--- src/rtl/seg_pkg.sv ---
package seg_pkg;

  typedef enum logic [2:0] {
    ST_IDLE      = 3'd0,
    ST_RUN_UNDET = 3'd1,
    ST_RUN_LEVEL = 3'd2,
    ST_RUN_PULSE = 3'd3,
    ST_OFF_HOLD  = 3'd4
  } runState_t;

  // Strobes from the qualification datapath to the sequencing control.
  typedef struct packed {
    logic startOk;
    logic enLevel;
    logic enHeld;
    logic enRiseValid;
    logic enFell;
    logic enLowExpired;
    logic ssAbove;
  } qualStrobe_t;

endpackage

--- src/rtl/seg_sync.sv ---
module seg_sync #(
  parameter int WIDTH = 6
) (
  input  logic             clk,
  input  logic             rst_n,
  input  logic [WIDTH-1:0] asyncIn,
  output logic [WIDTH-1:0] syncOut
);

  logic [WIDTH-1:0] stage1;

  for (genvar i = 0; i < WIDTH; i++) begin : g_bit
    always_ff @(posedge clk or negedge rst_n) begin
      if (!rst_n) begin
        stage1[i]  <= 1'b0;
        syncOut[i] <= 1'b0;
      end else begin
        stage1[i]  <= asyncIn[i];
        syncOut[i] <= stage1[i];
      end
    end
  end

endmodule

--- src/rtl/seg_span_counter.sv ---
// Reports when a level has been present for LIMIT consecutive samples.
module seg_span_counter #(
  parameter int LIMIT = 4
) (
  input  logic clk,
  input  logic rst_n,
  input  logic level,
  output logic held
);

  localparam int CW = (LIMIT > 1) ? $clog2(LIMIT) : 1;
  localparam logic [CW-1:0] LAST = CW'(LIMIT - 1);

  logic [CW-1:0] cnt;

  always_ff @(posedge clk or negedge rst_n) begin
    if (!rst_n) begin
      cnt <= '0;
    end else if (!level) begin
      cnt <= '0;
    end else if (cnt != LAST) begin
      cnt <= cnt + 1'b1;
    end
  end

  assign held = level && (cnt == LAST);

  // A span can complete only after the level was already present one cycle earlier.
  if (LIMIT > 1) begin : g_chk
    assert_span_continuous_R2: assert property (@(posedge clk) disable iff (!rst_n)
      held |-> $past(level));
  end

endmodule

--- src/rtl/seg_qualify.sv ---
module seg_qualify
  import seg_pkg::*;
#(
  parameter int REF_QUAL_CYC    = 2000,
  parameter int EN_MIN_HIGH_CYC = 300,
  parameter int EN_LOW_CYC      = 200
) (
  input  logic        clk,
  input  logic        rst_n,
  input  logic        uvloS,
  input  logic        refS,
  input  logic        tempS,
  input  logic        ovpS,
  input  logic        enS,
  input  logic        ssS,
  output qualStrobe_t strobe
);

  logic refQual;
  logic enHeld;
  logic enLowHeld;
  logic enDly;
  logic heldPrev;

  seg_span_counter #(.LIMIT(REF_QUAL_CYC)) u_refSpan (
    .clk(clk), .rst_n(rst_n), .level(refS), .held(refQual)
  );

  seg_span_counter #(.LIMIT(EN_MIN_HIGH_CYC)) u_enHighSpan (
    .clk(clk), .rst_n(rst_n), .level(enS), .held(enHeld)
  );

  seg_span_counter #(.LIMIT(EN_LOW_CYC)) u_enLowSpan (
    .clk(clk), .rst_n(rst_n), .level(!enS), .held(enLowHeld)
  );

  always_ff @(posedge clk or negedge rst_n) begin
    if (!rst_n) begin
      enDly    <= 1'b0;
      heldPrev <= 1'b0;
    end else begin
      enDly    <= enS;
      heldPrev <= enHeld;
    end
  end

  always_comb begin
    strobe.startOk      = uvloS && refQual && tempS && ovpS;
    strobe.enLevel      = enS;
    strobe.enHeld       = enHeld;
    strobe.enRiseValid  = enHeld && !heldPrev;
    strobe.enFell       = enDly && !enS;
    strobe.enLowExpired = enLowHeld;
    strobe.ssAbove      = ssS;
  end

  // A valid rise is a single-cycle event per high period.
  assert_rise_oneshot_R3: assert property (@(posedge clk) disable iff (!rst_n)
    strobe.enRiseValid |=> !strobe.enRiseValid);

  // A valid rise never coincides with a falling edge.
  assert_rise_fall_exclusive_R7: assert property (@(posedge clk) disable iff (!rst_n)
    !(strobe.enRiseValid && strobe.enFell));

endmodule

--- src/rtl/seg_control.sv ---
module seg_control
  import seg_pkg::*;
(
  input  logic        clk,
  input  logic        rst_n,
  input  qualStrobe_t strobe,
  output logic        running
);

  runState_t state;
  runState_t stateNext;

  always_comb begin
    stateNext = state;
    unique case (state)
      ST_IDLE: begin
        if (strobe.startOk && strobe.enHeld) stateNext = ST_RUN_UNDET;
      end
      ST_RUN_UNDET: begin
        if (!strobe.startOk)     stateNext = ST_IDLE;
        else if (strobe.enFell)  stateNext = strobe.ssAbove ? ST_RUN_LEVEL : ST_RUN_PULSE;
      end
      ST_RUN_LEVEL: begin
        if (!strobe.startOk || strobe.enLowExpired) stateNext = ST_IDLE;
      end
      ST_RUN_PULSE: begin
        if (!strobe.startOk)          stateNext = ST_IDLE;
        else if (strobe.enRiseValid)  stateNext = ST_OFF_HOLD;
      end
      ST_OFF_HOLD: begin
        if (!strobe.enLevel) stateNext = ST_IDLE;
      end
      default: stateNext = ST_IDLE;
    endcase
  end

  always_ff @(posedge clk or negedge rst_n) begin
    if (!rst_n) state <= ST_IDLE;
    else        state <= stateNext;
  end

  always_ff @(posedge clk or negedge rst_n) begin
    if (!rst_n) running <= 1'b0;
    else        running <= (stateNext == ST_RUN_UNDET) || (stateNext == ST_RUN_LEVEL) ||
                           (stateNext == ST_RUN_PULSE);
  end

  assert_start_qualified_R1: assert property (@(posedge clk) disable iff (!rst_n)
    $rose(running) |-> $past(strobe.startOk && strobe.enHeld));

  assert_fault_stop_R8: assert property (@(posedge clk) disable iff (!rst_n)
    (running && !strobe.startOk) |=> !running);

  assert_level_hold_R4: assert property (@(posedge clk) disable iff (!rst_n)
    (state == ST_RUN_LEVEL && strobe.startOk && !strobe.enLowExpired) |=> running);

  assert_pulse_class_R6: assert property (@(posedge clk) disable iff (!rst_n)
    (state == ST_RUN_UNDET && strobe.startOk && strobe.enFell && !strobe.ssAbove)
      |=> (state == ST_RUN_PULSE));

  assert_pulse_off_R7: assert property (@(posedge clk) disable iff (!rst_n)
    (state == ST_RUN_PULSE && strobe.startOk && strobe.enRiseValid) |=> !running);

endmodule

--- src/rtl/startup_enable_gate.sv ---
module startup_enable_gate
  import seg_pkg::*;
#(
  parameter int REF_QUAL_CYC    = 2000,
  parameter int EN_MIN_HIGH_CYC = 300,
  parameter int EN_LOW_CYC      = 200
) (
  input  logic clk,
  input  logic rst_n,
  input  logic uvloOkIn,
  input  logic refGoodIn,
  input  logic tempOkIn,
  input  logic ovpClearIn,
  input  logic enIn,
  input  logic ssAboveIn,
  output logic runOut,
  output logic ssDischargeOut
);

  localparam int NUM_FLAGS = 6;

  logic [NUM_FLAGS-1:0] flagsSync;
  qualStrobe_t          strobe;
  logic                 running;

  seg_sync #(.WIDTH(NUM_FLAGS)) u_sync (
    .clk     (clk),
    .rst_n   (rst_n),
    .asyncIn ({ssAboveIn, enIn, ovpClearIn, tempOkIn, refGoodIn, uvloOkIn}),
    .syncOut (flagsSync)
  );

  seg_qualify #(
    .REF_QUAL_CYC    (REF_QUAL_CYC),
    .EN_MIN_HIGH_CYC (EN_MIN_HIGH_CYC),
    .EN_LOW_CYC      (EN_LOW_CYC)
  ) u_qualify (
    .clk    (clk),
    .rst_n  (rst_n),
    .uvloS  (flagsSync[0]),
    .refS   (flagsSync[1]),
    .tempS  (flagsSync[2]),
    .ovpS   (flagsSync[3]),
    .enS    (flagsSync[4]),
    .ssS    (flagsSync[5]),
    .strobe (strobe)
  );

  seg_control u_control (
    .clk     (clk),
    .rst_n   (rst_n),
    .strobe  (strobe),
    .running (running)
  );

  assign runOut         = running;
  assign ssDischargeOut = !running;

endmodule

--- config.mk ---
export PLATFORM = sky130hd
export DESIGN_NAME = startup_enable_gate
export DESIGN_NICKNAME = d
export VERILOG_FILES = /design/src/rtl/seg_pkg.sv /design/src/rtl/seg_sync.sv /design/src/rtl/seg_span_counter.sv /design/src/rtl/seg_qualify.sv /design/src/rtl/seg_control.sv /design/src/rtl/startup_enable_gate.sv
export SDC_FILE = /design/constraint.sdc
export NUM_CORES = 1
export LEC_CHECK = 0
export BUFFER_PORTS_ARGS = -buffer_cell sky130_fd_sc_hd__clkbuf_2
export CAP_MARGIN = 20
export CORE_MARGIN = 5
export CORE_UTILIZATION = 60
export DETAILED_ROUTE_END_ITERATION = 16
export PLACE_DENSITY = 0.87
export SLEW_MARGIN = 10
export SYNTH_ARGS = -nofsm -noshare
export SYNTH_HDL_FRONTEND = slang
export SYNTH_HIERARCHICAL = 1
export SYNTH_SLANG_ARGS = --single-unit
--- constraint.sdc ---
create_clock -name clk -period 3.1 [get_ports clk]
set_clock_uncertainty 0.15 [all_clocks]
set_input_delay 0.465 -clock clk [delete_from_list [all_inputs] [get_ports clk]]
set_output_delay 0.465 -clock clk [all_outputs]
set_load 0.01 [all_outputs]
==> run metrics, run 1 <==
Syn. warnings 6; Overall Global Routing Usage 17.3%; Final Cell Area 2280 um^2; Power Dens Cells 422 nW/um^2; count leader, synth dfrtp_1; Post-CTS Hold Buffers 0; area delta synth->final 7.16%; worst skew pair latency 370 ps; # IOs 10; CP required approximately 3200 ps; cts bufs inserted 5; post-synth net total 204; RSZ-0062 raised after global routing no; total number of vias 1490; area of placed instances roughly 2200 um^2; ANT cells 0; Via density 5.94; Slew Limit Headroom 67.6%; Mapped Area 2130 um^2; worst reg2reg path endpoint u_control/running; Final Hold Vio Count 0; top achievable clock speed 0.393 GHz; port bufs 9; register bit total from synthesis 46; root buffer cell clkbuf_4; minimum clock period 2550 ps; Final period util 82.2%; Final #Nets ~220; largest net degree at the start of global routing 47; number of synthesized flops with an enable pin 0; top_reg_cell synth dfrtp_1; CTS clk-pin slew, worst paths between 100 and 150 ps; setup TNS 0 ps; initial antenna violation count 0; Pre-antenna DRT Iters 4; Worst VDD drop 0.322 mV; drt initial violations 47; post-synthesis sequential area ratio 54.0%; GP Congestion ~0.8; grt total ovfl 0; Worst Setup End Kind register; Cell Count Post-Placement 241; critical path class reg2reg; reg2reg start u_qualify/u_refSpan/cnt[0]; Synth area leaders dfrtp_1 (54%), mux2i_1 (4.2%), nand2_1 (3.9%), nor4_4 (3.0%), ha_1 (2.3%); Final Max Slew Viols 0; HPWL after DPL approximately 2800 um; Crit Path Max Fanout 8; clk sink count 46; share of layout cells above drive strength 1 approximately 14%; die area 4840 um^2; Rows 21; Starting Density 62.9%; R2R setup slack 550 ps; vias in the first global route roughly 1500; Gate Count Post-Synth 192; post-synth cell types 40; HP Class in2reg; syn avg cell area between 10 and 15 um^2; Setup violations, final 0; top cells by count, synth dfrtp_1 (46), nand2_1 (22), inv_1 (10); post-route DRC violation count 0; Critical Path Source u_qualify/u_refSpan/cnt[0]; post-route ant nets 0; die height 69.6 um; worst reg-to-reg path cell count 8; Worst Setup EP u_control/running; Lkg Pwr between 0.0009 and 0.001 uW; first-pass GRT wire length 6670 um; Max Cap Viol 0; die span in x about 70 um; Post-CTS Setup Bufs 0; final WL 3800 um; Startpoint Class register; DR WL/cell 15.2 um; H-tree Lvls 2; worst slew pin tran 486 ps; fin util ~67%; post-cts sizing count 0; post-synth top area cell dfrtp_1; clk buf depth 2; outcome finished clean; core area 3390 um^2; Post-synth ARST share 100%; Post-Layout Cell Count 251; post-synth top area share 54.0%; Critical Path AT 2680 ps; CTS tree done
[where the power goes]
group	leakage, uW	internal, uW	switching [uW]	total (uW)
clock	0.0000312	88.2	193	281
combinational	0.000320	20.7	26.9	47.6
sequential	0.000605	618	18.6	636
[cells in the final DEF, fill, tap and decap left out, types with 4 or more instances in the layout]
master	n
dfrtp_1	46
nand2_1	22
inv_1	10
clkbuf_2	9
o21ai_0	9
mux2i_1	9
nand2b_1	8
nand3_1	7
a21oi_1	7
or3_1	6
clkbuf_4	5
o31ai_1	5
and2_1	5
a21boi_1	4
xnor2_1	4
ha_1	4
or4_1	4
[metrics by stage]
step	hold slack [ps]	setup WS, ps	power [uW]
final	45.7	553	965
after global routing	16.6	380	1010
after CTS	27.6	540	972
after detailed placement	185	569	693
after global placement	185	701	688
after floorplan	19.4	803	669
[layout make-up]
class | instances | area [um^2]
fill | 245 | 1110
clock buffer | 5 | 37.5
tap | 46 | 57.6
inverter | 10 | 37.5
clock inverter | 3 | 21.3
sequential | 46 | 1150
timing repair buffer | 11 | 75.1
multi-input combinational | 130 | 903
[cell families after synthesis]
family / share of synthesized area [%]
AOI/OAI and AO/OA: 10.3
buffers and inverters: 3.58
adders and majority gates: 2.35
DFF: 54.0
and+or+nand+nor: 23.8
muxes: 4.23
xor gates and xnor gates: 1.64
[routing by layer]
layer	part of all wire, %	GRT usage, %
met4	2.4	10.2
met1	39	18.5
met3	4.0	4.06
met2	54	30.9
met5	0	0
[sequential cells by signal (all words and copies together) (netlist names)]
register and cells:
u_control/running 1, u_qualify/u_refSpan/cnt 11, u_control/state 3, u_sync/stage1 6, u_qualify/u_enHighSpan/cnt 9, u_sync/syncOut 6
u_qualify/heldPrev 1, u_qualify/enDly 1, u_qualify/u_enLowSpan/cnt 8
[worst max-delay path, stage by stage, from the launching register on]
cell,delay (ps)
dfrtp_1,440
ha_1,250
nand3_2,190
nor4_4,320
and2_1,180
and4_1,210
or3b_1,360
o32a_1,310
o31ai_1,70
[worst min-delay path by stage]
stage          slack (ps)                 to              from  depth (start not counted)
2_1_floorplan          20  u_control/running             rst_n                          0
4_1_cts                30   u_sync/stage1[4]              enIn                          1
3_5_place_dp          180  u_sync/syncOut[4]  u_sync/stage1[4]                          0
6_report               50   u_sync/stage1[4]              enIn                          1
5_1_grt                20   u_sync/stage1[4]              enIn                          1
3_3_place_gp          190  u_sync/syncOut[4]  u_sync/stage1[4]                          0
No activity file was read; power rests on OpenSTA's default activity.
==> inputs of run 2 (changes only) <==
CORE_UTILIZATION = 54   (was 60)
PLACE_DENSITY = 0.83   (was 0.87)
clock period = 2.1 ns   (was 3.1 ns; I/O delays follow)
==> run 2 against run 1 <==
Against the previous run: via count rose by 1.8%; largest cell class unchanged; core utilization grew 0.75 points; clock power is 99% higher; maximum frequency rose by 18%; the run now ends with negative setup slack left; die area increased by 9.5%; highest routed layer unchanged; power increased by 65%; critical endpoint unchanged; sequential share of layout area fell by 5.3 points.
==> run metrics, run 2 (synthesis results as in run 1) <==
outcome complete, but fails checks; failing checks negative setup slack; top achievable clock speed 0.465 GHz; area delta synth->final 19.7%; Via density 5.46; Cell Count Post-Placement 259; port bufs 9; grt total ovfl 0; Top reg by flops u_qualify/u_refSpan/cnt; clk sink count 46; slowest CP cell dfrtp_1; post-route ant nets 0; worst-path cell chain nand4_4 -> nor4_4 -> and2_1 -> and4_1 -> or3b_1 -> o32a_1 -> o31ai_1; die height 72.8 um; most frequent cells in the layout dfrtp_1 (46), nand2_1 (22), buf_4 (20); Crit Path Max Fanout 2; post-route DRC violation count 0; Overall Global Routing Usage 17.0%; fin util 68.1%; Startpoint Class register; Starting Density 56.9%; Final period util 102%; Slew Limit Headroom 62.3%; clk buf depth 2; # IOs 10; die area 5300 um^2; RSZ-0062 raised after global routing yes; CP required 2180 ps; core area 3740 um^2; first-pass GRT wire length 6930 um; root buffer cell clkbuf_8; Worst Slack Setup Final -50.4 ps; worst slew pin tran about 570 ps; Critical Path AT 2230 ps; max incr delay on CP approximately 410 ps; Max Cap Viol 0; vias in the first global route 1496; drt initial violations 53; Final Max Slew Viols 0; share of layout cells above drive strength 1 21.7%; Worst VDD drop 0.643 mV; Rows 22; largest net degree at the start of global routing between 40 and 50; Worst Setup End Kind register; cts bufs inserted 5; area used by multi-input combinational logic 942 um^2; HPWL after DPL 2530 um; CTS clk-pin slew, worst paths 100 ps; worst skew pair latency 310 ps; CTS tree done; GP Congestion between 0.7 and 0.8; Final #Nets about 240; DR WL/cell approximately 14 um; register area 1150 um^2; post-place setup slack -119 ps; die span in x approximately 73 um; Post-Layout Cell Count around 280; Fillers 285; minimum clock period 2150 ps; ANT cells 0; Lkg Pwr between 0.001 and 0.0015 uW; commonest non-fill, non-tap cell in the layout dfrtp_1; Setup violations, final 2; final WL between 3000 and 4000 um; critical path class reg2reg; Power Dens Cells 625 nW/um^2; top flop regs u_qualify/u_refSpan/cnt x11, u_qualify/u_enHighSpan/cnt x9, u_qualify/u_enLowSpan/cnt x8; max reg flops 11; HP Class reg2reg; total number of vias 1517; initial antenna violation count 0; H-tree Lvls 2; Pre-antenna DRT Iters 4; Final Hold Vio Count 0
## run 2: cell count changes in the layout (fill, tap and decap cells not counted), sizes merged
cell,change
buf,+19
dlygate4sd3,+6
clkinv,-1
inv,+1
## run 2: layer usage
metal,wire (um),GRT usage [%],share of wire (%)
met5,0,0,0
met4,56,7.58,1.5
met3,116,4.13,3.0
met2,1840,26.3,48
met1,1840,22.7,48
## run 2: layout make-up
type / count / share of cell area [%]
timing repair buffer: 36 / 10.4
sequential: 46 / 45.1
multi-input combinational: 130 / 36.9
clock inverter: 3 / 0.981
clock buffer: 5 / 2.70
inverter: 10 / 1.47
tap: 48 / 2.36
## run 2: worst paths after layout
kind | start | endpoint | slack, ps | depth (start not counted)
worst max-delay path | u_qualify/u_refSpan/cnt[9] | u_control/running | -50 | 7
worst min-delay path | u_sync/stage1[0] | u_sync/syncOut[0] | 200 | 0
worst max register to register | u_qualify/u_refSpan/cnt[9] | u_control/running | -50 | 7
worst min register to register | u_sync/stage1[0] | u_sync/syncOut[0] | 200 | 0
max in group asynchronous | rst_n | u_qualify/u_refSpan/cnt[8] | 930 | 3
min in group asynchronous | rst_n | u_qualify/u_enLowSpan/cnt[6] | 460 | 3
## run 2: repair_timing
item                                   CTS  global route
hold buffers                             7             0
setup endpoints to repair                2             3
pin swaps                                1             0
buffers inserted                         4             0
endpoints found under the hold margin   52             0
resized for setup                        3             1
## run 2: worst max-delay path, delay by kind of cell (launching register included)
kind,cells,cell delay (ps)
simple gates,5,1140
compound gates,2,370
flops,1,410
## run 2: per-stage QoR
| step | hold WS, ps | setup TNS (ps) | power, uW | cell area, um^2 |
|---|---|---|---|---|
| finish | 199 | -68.9 | 1590 | 2550 |
| global route | 212 | -347 | 1660 | 2550 |
| CTS | 204 | -34.0 | 1610 | 2550 |
| detailed placement | 185 | -192 | 1040 | 2330 |
| global placement | 183 | -35.5 | 1030 | 2330 |
| floorplan | -131 | -281 | 989 | 2140 |
## run 2: power by group
group          switching [uW]  internal, uW  leakage (uW)  total (uW)
Combinational            50.0          49.0      0.000446        99.0
Clock                     319           240     0.0000447         559
Sequential               23.9           911      0.000605         935
Total                     392          1200       0.00110        1590
